--- src/rtl/prd_pkg.sv ---
package prd_pkg;

  typedef enum logic [2:0] {
    MODE_DIV_HI,   // fast base, large prescale
    MODE_DIV_LO,   // fast base, small prescale
    MODE_DIRECT,   // strobe already at reference rate
    MODE_FREEZE,   // undefined bases: hold state
    MODE_CLEAR     // chain held in reset
  } base_mode_e;

  function automatic base_mode_e decode_base(input logic [2:0] code);
    case (code)
      3'd0:          return MODE_DIV_HI;
      3'd1:          return MODE_DIV_LO;
      3'd2:          return MODE_DIRECT;
      3'd6, 3'd7:    return MODE_CLEAR;
      default:       return MODE_FREEZE;
    endcase
  endfunction

  // stage n: tap period is 2^n reference ticks
  function automatic logic [3:0] rate_stage(input logic [3:0] rate, input logic direct);
    if (rate == 4'd1 || rate == 4'd2)
      return direct ? rate + 4'd6 : rate - 4'd1;
    else if (rate == 4'd0)
      return 4'd0;
    else
      return rate - 4'd1;
  endfunction

endpackage

--- src/rtl/prd_prescaler.sv ---
module prd_prescaler
  import prd_pkg::*;
#(
  parameter int HI_DIV = 128,
  parameter int LO_DIV = 32
) (
  input  logic       clk_i,
  input  logic       rst_ni,
  input  logic       osc_en_i,
  input  base_mode_e mode_i,
  output logic       ref_tick_o
);
  localparam int MAX_DIV = (HI_DIV > LO_DIV) ? HI_DIV : LO_DIV;
  localparam int CNT_W   = $clog2(MAX_DIV);

  logic [CNT_W-1:0] cnt_q;
  logic [CNT_W-1:0] limit;
  logic             fast;
  logic             wrap;

  assign fast  = (mode_i == MODE_DIV_HI) || (mode_i == MODE_DIV_LO);
  assign limit = (mode_i == MODE_DIV_HI) ? CNT_W'(HI_DIV - 1) : CNT_W'(LO_DIV - 1);
  assign wrap  = (cnt_q >= limit);

  assign ref_tick_o = osc_en_i && ((mode_i == MODE_DIRECT) || (fast && wrap));

  always_ff @(posedge clk_i or negedge rst_ni) begin
    if (!rst_ni) begin
      cnt_q <= '0;
    end else if (mode_i == MODE_CLEAR || mode_i == MODE_DIRECT) begin
      cnt_q <= '0;
    end else if (fast && osc_en_i) begin
      cnt_q <= wrap ? '0 : cnt_q + 1'b1;
    end
  end

  // a divided base never yields ticks on consecutive cycles
  a_r2_divided_gap: assert property (@(posedge clk_i) disable iff (!rst_ni)
    (ref_tick_o && fast) |=> !(ref_tick_o && fast));

  // frozen base makes no reference ticks
  a_r4_freeze_no_tick: assert property (@(posedge clk_i) disable iff (!rst_ni)
    (mode_i == MODE_FREEZE) |-> !ref_tick_o);

endmodule

--- src/rtl/prd_chain.sv ---
module prd_chain #(
  parameter int CHAIN_W = 15
) (
  input  logic               clk_i,
  input  logic               rst_ni,
  input  logic               tick_i,
  input  logic               clr_i,
  output logic [CHAIN_W-1:0] cnt_o,
  output logic               sec_o
);
  logic [CHAIN_W-1:0] cnt_q;

  assign cnt_o = cnt_q;
  assign sec_o = tick_i && (&cnt_q);

  always_ff @(posedge clk_i or negedge rst_ni) begin
    if (!rst_ni)     cnt_q <= '0;
    else if (clr_i)  cnt_q <= '0;
    else if (tick_i) cnt_q <= cnt_q + 1'b1;
  end

  // hold leaves the chain at zero
  a_r3_clear_zero: assert property (@(posedge clk_i) disable iff (!rst_ni)
    clr_i |=> (cnt_o == '0));

  // second tick coincides with chain wrap
  a_r8_wrap_after_sec: assert property (@(posedge clk_i) disable iff (!rst_ni)
    (sec_o && !clr_i) |=> (cnt_o == '0));

  // chain moves only on a tick or clear
  a_r4_chain_stable: assert property (@(posedge clk_i) disable iff (!rst_ni)
    (!tick_i && !clr_i) |=> $stable(cnt_o));

endmodule

--- src/rtl/prd_tap_sel.sv ---
module prd_tap_sel #(
  parameter int CHAIN_W = 15,
  parameter int STG_W   = 4
) (
  input  logic [CHAIN_W-1:0] cnt_i,
  input  logic               tick_i,
  input  logic               en_i,
  input  logic [STG_W-1:0]   stage_i,
  output logic               hit_o
);
  logic [CHAIN_W-1:0] nxt;
  logic [CHAIN_W-1:0] rise;

  assign nxt     = cnt_i + 1'b1;
  assign rise[0] = 1'b1;

  // rise[j]: bit j-1 goes 0->1 on this tick, i.e. a 2^j-period edge
  for (genvar j = 1; j < CHAIN_W; j++) begin : g_rise
    assign rise[j] = ~cnt_i[j-1] & nxt[j-1];
  end

  assign hit_o = tick_i && en_i && (int'(stage_i) < CHAIN_W) && rise[stage_i];

endmodule

--- src/rtl/periodic_rate_divider.sv ---
module periodic_rate_divider
  import prd_pkg::*;
#(
  parameter int HI_DIV  = 128,
  parameter int LO_DIV  = 32,
  parameter int CHAIN_W = 15
) (
  input  logic       clk_i,
  input  logic       rst_ni,
  input  logic       osc_en_i,
  input  logic [2:0] base_sel_i,
  input  logic [3:0] rate_sel_i,
  output logic       pf_set_o,
  output logic       sec_tick_o
);
  localparam int STG_W = 4;

  base_mode_e         mode;
  logic               ref_tick;
  logic [CHAIN_W-1:0] chain_cnt;
  logic               sec_hit;
  logic               pf_hit;
  logic [STG_W-1:0]   stage;
  logic               pf_q, sec_q;

  assign mode  = decode_base(base_sel_i);
  assign stage = rate_stage(rate_sel_i, mode == MODE_DIRECT);

  prd_prescaler #(.HI_DIV(HI_DIV), .LO_DIV(LO_DIV)) u_pre (
    .clk_i      (clk_i),
    .rst_ni     (rst_ni),
    .osc_en_i   (osc_en_i),
    .mode_i     (mode),
    .ref_tick_o (ref_tick)
  );

  prd_chain #(.CHAIN_W(CHAIN_W)) u_chain (
    .clk_i  (clk_i),
    .rst_ni (rst_ni),
    .tick_i (ref_tick),
    .clr_i  (mode == MODE_CLEAR),
    .cnt_o  (chain_cnt),
    .sec_o  (sec_hit)
  );

  prd_tap_sel #(.CHAIN_W(CHAIN_W), .STG_W(STG_W)) u_tap (
    .cnt_i   (chain_cnt),
    .tick_i  (ref_tick),
    .en_i    (rate_sel_i != 4'd0),
    .stage_i (stage),
    .hit_o   (pf_hit)
  );

  always_ff @(posedge clk_i or negedge rst_ni) begin
    if (!rst_ni) begin
      pf_q  <= 1'b0;
      sec_q <= 1'b0;
    end else begin
      pf_q  <= pf_hit;
      sec_q <= sec_hit;
    end
  end

  assign pf_set_o   = pf_q;
  assign sec_tick_o = sec_q;

  // rate off gives no pulse
  a_r5_rate_off: assert property (@(posedge clk_i) disable iff (!rst_ni)
    (rate_sel_i == 4'd0) |=> !pf_set_o);

  // hold codes keep outputs low
  a_r3_hold_quiet: assert property (@(posedge clk_i) disable iff (!rst_ni)
    (base_sel_i[2:1] == 2'b11) |=> (!pf_set_o && !sec_tick_o));

  // freeze codes keep outputs low
  a_r4_freeze_quiet: assert property (@(posedge clk_i) disable iff (!rst_ni)
    (base_sel_i inside {3'd3, 3'd4, 3'd5}) |=> (!pf_set_o && !sec_tick_o));

  // no strobe, no output in the next cycle
  a_r9_no_strobe_quiet: assert property (@(posedge clk_i) disable iff (!rst_ni)
    !osc_en_i |=> (!pf_set_o && !sec_tick_o));

  // second tick is a single-cycle pulse
  a_r8_single_cycle: assert property (@(posedge clk_i) disable iff (!rst_ni)
    sec_tick_o |=> !sec_tick_o);

endmodule

--- config.mk ---
export PLATFORM = sky130hd
export DESIGN_NAME = periodic_rate_divider
export DESIGN_NICKNAME = d
export VERILOG_FILES = /design/src/rtl/prd_pkg.sv /design/src/rtl/prd_prescaler.sv /design/src/rtl/prd_chain.sv /design/src/rtl/prd_tap_sel.sv /design/src/rtl/periodic_rate_divider.sv
export SDC_FILE = /design/constraint.sdc
export NUM_CORES = 1
export LEC_CHECK = 0
export CAP_MARGIN = 0
export CORE_UTILIZATION = 55
export CTS_BUF_LIST = sky130_fd_sc_hd__clkbuf_16
export CTS_CLUSTER_DIAMETER = 80
export DETAILED_ROUTE_END_ITERATION = 16
export DONT_BUFFER_PORTS = 1
export GPL_ROUTABILITY_DRIVEN = 1
export GPL_TIMING_DRIVEN = 0
export PLACE_DENSITY = 0.73
export SLEW_MARGIN = 20
export SYNTH_ARGS = -nofsm -noshare
export SYNTH_HDL_FRONTEND = slang
export SYNTH_SLANG_ARGS = --single-unit
--- constraint.sdc ---
create_clock -name clk_i -period 2.35 [get_ports clk_i]
set_clock_uncertainty 0.15 [all_clocks]
set_input_delay 0.47 -clock clk_i [delete_from_list [all_inputs] [get_ports clk_i]]
set_output_delay 0.47 -clock clk_i [all_outputs]
set_load 0.005 [all_outputs]
## Word-level counts from Yosys, hierarchy flattened

Cells that the tools add are included.

- Output and inout port bits: 2
- Logic and storage cells: 79
- Register bits after elaboration: 24
- Input bits: 10

- $lt $le $gt $ge: 3
- Multiplexer cells: 12
- $add $sub $neg: 4
- Eq/ne operators: 9
- Bitwise gates (word level): 28
- Reduce and logical (&&, ||, !) cells: 19

Operators with widths:

| cell | number |
|---|---|
| $mux W15 | 2 |
| $mux W7 | 4 |
| $add A15 B1 Y15 const B | 1 |
| $reduce_and A15 Y1 | 1 |
| $and A1 B1 Y1 | 14 |
| $not A1 Y1 | 14 |
| $mux W4 | 3 |
| $pmux W3 S4 | 1 |
| $eq A3 B3 Y1 const B | 3 |
| $add A7 B1 Y7 const B | 1 |
| $ge A7 B7 Y1 | 1 |
| $logic_and A1 B1 Y1 | 7 |
| $eq A3 B1 Y1 const B | 2 |
| $eq A3 B2 Y1 const B | 2 |
| $logic_not A3 Y1 | 2 |
| $lt A4 B5 Y1 const B | 1 |
| $add A4 B3 Y4 const B | 1 |
| $bmux W1 S4 | 1 |
| $eq A4 B1 Y1 const B | 1 |
| $eq A4 B2 Y1 const B | 1 |
| $logic_not A4 Y1 | 1 |
| $logic_or A1 B1 Y1 | 4 |
| $lt A4 B4 Y1 const B | 1 |
| $reduce_bool A2 Y1 | 2 |
| 4 further kinds | 4 |

## Longest topological paths before layout

- Depth in word-level cells: 12
- Mapped depth: 11
- Depth with buffers taken out: 11

## Cells and area by module

Synthesis repeated with hierarchy kept, for this count alone.

- Cell total of the unflattened synthesis: 204
- Area, all modules: 1,818.0 um^2

Modules (own cells, without submodules):

| module | cells an instance | seq. area each (um^2) | times used | area each (um^2) |
|---|---|---|---|---|
| prd_chain | 80 | 375.4 | 1 | 769.5 |
| prd_prescaler | 49 | 175.2 | 1 | 478.0 |
| periodic_rate_divider | 39 | 50.0 | 1 | 329.1 |
| prd_tap_sel | 36 | 0.0 | 1 | 241.5 |

## Worst setup path after synthesis

Ideal clock, no wire load.

- Kind: input port to flip-flop
- Start: input base_sel_i[1]
- End: register u_chain.cnt_q[0] (netlist: u_chain.cnt_o[0])
- Stages: 10
- Required time: 2,070 ps
- Buffers on the path: 3
- Slack: -280 ps
- Library setup time: 130 ps
- Arrival: 2,350 ps
- Cell sequence: buf_4 nor2_1 nand2_1 ha_1 a41o_1 a31o_2 o211ai_1 clkbuf_1 clkbuf_1 o21ai_0

- Cells in the longest elaborated chain, start to end: 10
- Elaborated cells on any way between the ends: 19
- Classes of those cells: order compare: 1; eq/ne: 7; mux: 3; reduce/logical: 8

Ends and longest elaborated chain:

| element | RTL line | text |
|---|---|---|
| from (decl) | periodic_rate_divider.sv:11 | `input logic [2:0] base_sel_i,` |
| $eq A3 B3 Y1 | prd_pkg.sv:12 | `case (code)` |
| $reduce_or A2 Y1 | prd_pkg.sv:12 |  |
| $pmux W3 S4 * | prd_pkg.sv:12 |  |
| $logic_not A3 Y1 | prd_prescaler.sv:21, prd_prescaler.sv:22 |  |
| $mux W7 | prd_prescaler.sv:22 | `assign limit = (mode_i == MODE_DIV_HI) ? CNT_W'(HI_DIV - 1) : CNT_W'(LO_DIV - 1);` |
| $ge A7 B7 Y1 | prd_prescaler.sv:23 | `assign wrap = (cnt_q >= limit);` |
| $logic_and A1 B1 Y1 | prd_prescaler.sv:25 | `assign ref_tick_o = osc_en_i && ((mode_i == MODE_DIRECT) \|\| (fast && wrap));` |
| $logic_or A1 B1 Y1 | prd_prescaler.sv:25 |  |
| $logic_and A1 B1 Y1 | prd_prescaler.sv:25 |  |
| $reduce_bool A2 Y1 (no line) | n/a |  |
| to (signal assigned) | prd_chain.sv:19 | `else if (tick_i) cnt_q <= cnt_q + 1'b1;` |
| to (decl) | prd_chain.sv:11 | `logic [CHAIN_W-1:0] cnt_q;` |

Mark *: on every way between the ends. The rest lies on a longest branch, timed or not.
A chain may end at the register's enable or synchronous reset.

## Worst setup path after layout

- Start: input base_sel_i[2]
- End: register u_chain.cnt_q[14] (netlist: u_chain.cnt_o[14])

The elaborated chain is that of the path after synthesis.

==> results.yml <==
critical_path:
  rrSetupSlack_ns: 0.09
  path_max_fanout: 8
  crit_start: "base_sel_i[2]"
  r2r_end: "pf_set_o$_DFF_PN0_"
  start_kind: "input pin"
  r2r-start: "u_chain.cnt_o[1]$_DFFE_PN0P_"
  cp.arrival_ns: 2.30
  cp-end-kind: "flop"
  reg2regPathDepth: 10
  required_ns: 2.35
  endpoint: "u_chain.cnt_o[14]$_DFFE_PN0P_"
  worst-setup-path-type: "in2reg"
clock_network:
  cts_buffer_depth: 2
  clkSinkCount: 24
  clock_latency_ns: 0.26
  cts_tree: "yes"
  h-tree-depth: 1
  root_buffer: "clkbuf_16"
  clkSlewWorstSetupHoldPaths_ns: 0.06
  cts_made_buffers: 3
die:
  die-area_mm2: 0.00375
  die_h_um: 61.2
  rows: 21
  die_x_um: 61.2
  ios: 12
  core-area_mm2: 0.00334
  start_util: 0.578
synthesis:
  async_reset_ff_frac: 1.00
  synth-xor-area-share: 0.0227
  ys_top_cells_by_area: "dfrtp_1 (31%), ha_1 (14%), nand3_1 (6.5%)"
  synth_top_area_frac: 0.311
  synthSimpleGateAreaFrac: 0.250
  yosysSeqAreaShare: 0.311
  synth_edf_count: 0
  yosysWarnings: 0
  postSynthCellCount: 228
  synth_top_family_by_area: "simple AND/OR/NAND/NOR gates"
  synth_compound_area_frac: 0.195
  synthesis.nets: 260
  synth-main-ff-cell: "dfrtp_1"
  synth_top_cell_by_area: "dfrtp_1"
  netlist_area_mm2: 0.00193
  synth.area.mux_share: 0.00584
  synth_most_common_cell: "nand3_1"
  ys_seq_elements: 24
  synth_top_cells_by_count: "nand3_1 (25), dfrtp_1 (24), o21ai_0 (23)"
  synth.avg_cell_area_um2: 8.46
  synth.distinct_cells: 54
  synthAdderAreaFrac: 0.143
job:
  drv_cap: 0
finish:
  postLayoutCellArea_mm2: 0.00246
  drive_above_1_share: 0.269
  area_growth_pct: 27.3
  insertedDiodeCount: 0
  nets: 278
  fin_util: 0.736
global_route:
  grt.overflow.total: 0
  antenna_found_initial: 0
  first_global_vias: 1623
  gr-usage-all-layers: 0.260
  grt_start_max_net_pins: 25
  grt_pass1_wl_um: 7140
timing:
  relSlewSlack: 0.604
  max_freq_ghz: 0.435
  finalHoldViolCount: 0
  worstMarginPinSlew_ns: 0.594
  rsz0062_at_grt: "yes"
  timing.hold.ws_ns: 0.275
  slew_violations: 0
  setup_viol: 0
  finalCriticalPeriod_ns: 2.30
  finalCritPeriodShare: 0.978
detailed_routing:
  wl_per_cell_um: 16.6
  drc: 0
  drtIter0Drc: 196
  num_vias: 1851
  routed_wl_um: 4820
  viasPerCell: 6.36
  drt_first_pass_iters: 4
  final_antenna_net_count: 0
power_and_ir_drop:
  p_sw_frac: 0.244
  peakVddDrop_mv: 0.587
  fin_total_pwr_w: 0.00111
  clkPwrFrac: 0.444
  powerDensity_mw_per_mm2: 452
  power_leakage_nw: 1.00
  pwr-share-comb: 0.172
  p_sw_w: 0.000271
  p_int_w: 0.000839
  seqPwrFrac: 0.384
hold_path:
  hold_path_class: "in2reg"
  hold_depth: 2
status:
  outcome: "finished clean"
place:
  hpwl_um: 3250
  gp_congestion: 0.948
  place_area_mm2: 0.00204
  port_buffers: 0
## layer usage
layer / part of all wire / vias up / track usage
met5: 0 / - / 0
met4: 0.022 / 0 / 0.0974
met3: 0.057 / 11 / 0.0399
met2: 0.49 / 65 / 0.432
met1: 0.43 / 895 / 0.344
li1: - / 880 / -
## worst min-delay path by stage
stage                                               end          start
after CTS                 u_chain.cnt_o[14]$_DFFE_PN0P_  base_sel_i[2]
after detailed placement     u_pre.cnt_q[6]$_DFFE_PN0P_         rst_ni
after floorplan                      pf_set_o$_DFF_PN0_         rst_ni
after global placement       u_pre.cnt_q[6]$_DFFE_PN0P_         rst_ni
after global routing      u_chain.cnt_o[14]$_DFFE_PN0P_  base_sel_i[2]
final                     u_chain.cnt_o[14]$_DFFE_PN0P_  base_sel_i[2]
## registers in the layout, indices dropped and copies added, names as in the netlist
name           count
u_chain.cnt_o     15
u_pre.cnt_q        7
pf_set_o           1
sec_tick_o         1
## layout by cell type (no fill, tap or decap), types with 3 or more instances in the layout
| master | instances |
|---|---|
| o21ai_0 | 19 |
| and3_1 | 3 |
| buf_4 | 11 |
| inv_1 | 18 |
| nor4_1 | 4 |
| o21ai_1 | 5 |
| buf_6 | 5 |
| nand2_1 | 10 |
| xor2_1 | 4 |
| ha_2 | 5 |
| o211ai_1 | 3 |
| ha_1 | 16 |
| clkbuf_16 | 3 |
| nand4_1 | 5 |
| nor3_1 | 3 |
| nor2_1 | 14 |
| dfrtp_1 | 24 |
| nand3_1 | 23 |
| nand3_2 | 3 |
| nor3_4 | 3 |
| a21oi_1 | 4 |
## metrics by stage
stage	cells	TNS, ns	setup slack, ns
after floorplan	228	0	0.00310
after global placement	274	-2.99	-0.221
after detailed placement	274	-3.70	-0.341
after CTS	282	0	0.00523
after global routing	291	-0.0635	-0.0380
final	291	0	0.0526
## layout make-up
| cell class | count | area (um2) |
|---|---|---|
| multi-input cells | 173 | 1380 |
| fillers | 245 | 881 |
| flip-flops and latches | 24 | 601 |
| repair buffers | 13 | 116 |
| plain buffers | 10 | 109 |
| inverters | 21 | 83.8 |
| clock buffers | 3 | 75.1 |
| well taps | 46 | 57.6 |
| clock inverters | 1 | 30.0 |
## power groups by stage
stage          combinational [W]  sequential (W)  clock (W)
6_report                0.000191        0.000427   0.000493
5_1_grt                 0.000207        0.000427   0.000512
4_1_cts                 0.000161        0.000426   0.000496
3_5_place_dp            0.000135        0.000437          0
3_3_place_gp            0.000129        0.000436          0
2_1_floorplan           0.000109        0.000434          0
## cells by family after synthesis
group / after synthesis
and+or+nand+nor: 89
AOI/OAI and AO/OA: 56
buffers and inverters: 31
DFF: 24
adders and majority gates: 22
xor gates and xnor gates: 5
muxes: 1
## worst max-delay path: stages
cell and delay (ns):
buf_6 0.12, nor2_4 0.12, nand2_2 0.10, ha_4 0.26, a41o_1 0.15, a31o_4 0.17, o211ai_1 0.14, or4_4 0.54
xnor2_2 0.19, a21oi_2 0.04
## timing repair
| item | CTS | global route |
|---|---|---|
| setup endpoints to repair | 1 | 16 |
| hold buffers | 2 | 0 |
| hold endpoints to repair | 24 | 0 |
| pin swaps | 3 | 16 |
| gates cloned | 0 | 1 |
| resized for setup | 7 | 38 |
| setup buffers | 2 | 8 |
No activity file was read; power rests on OpenSTA's default activity.
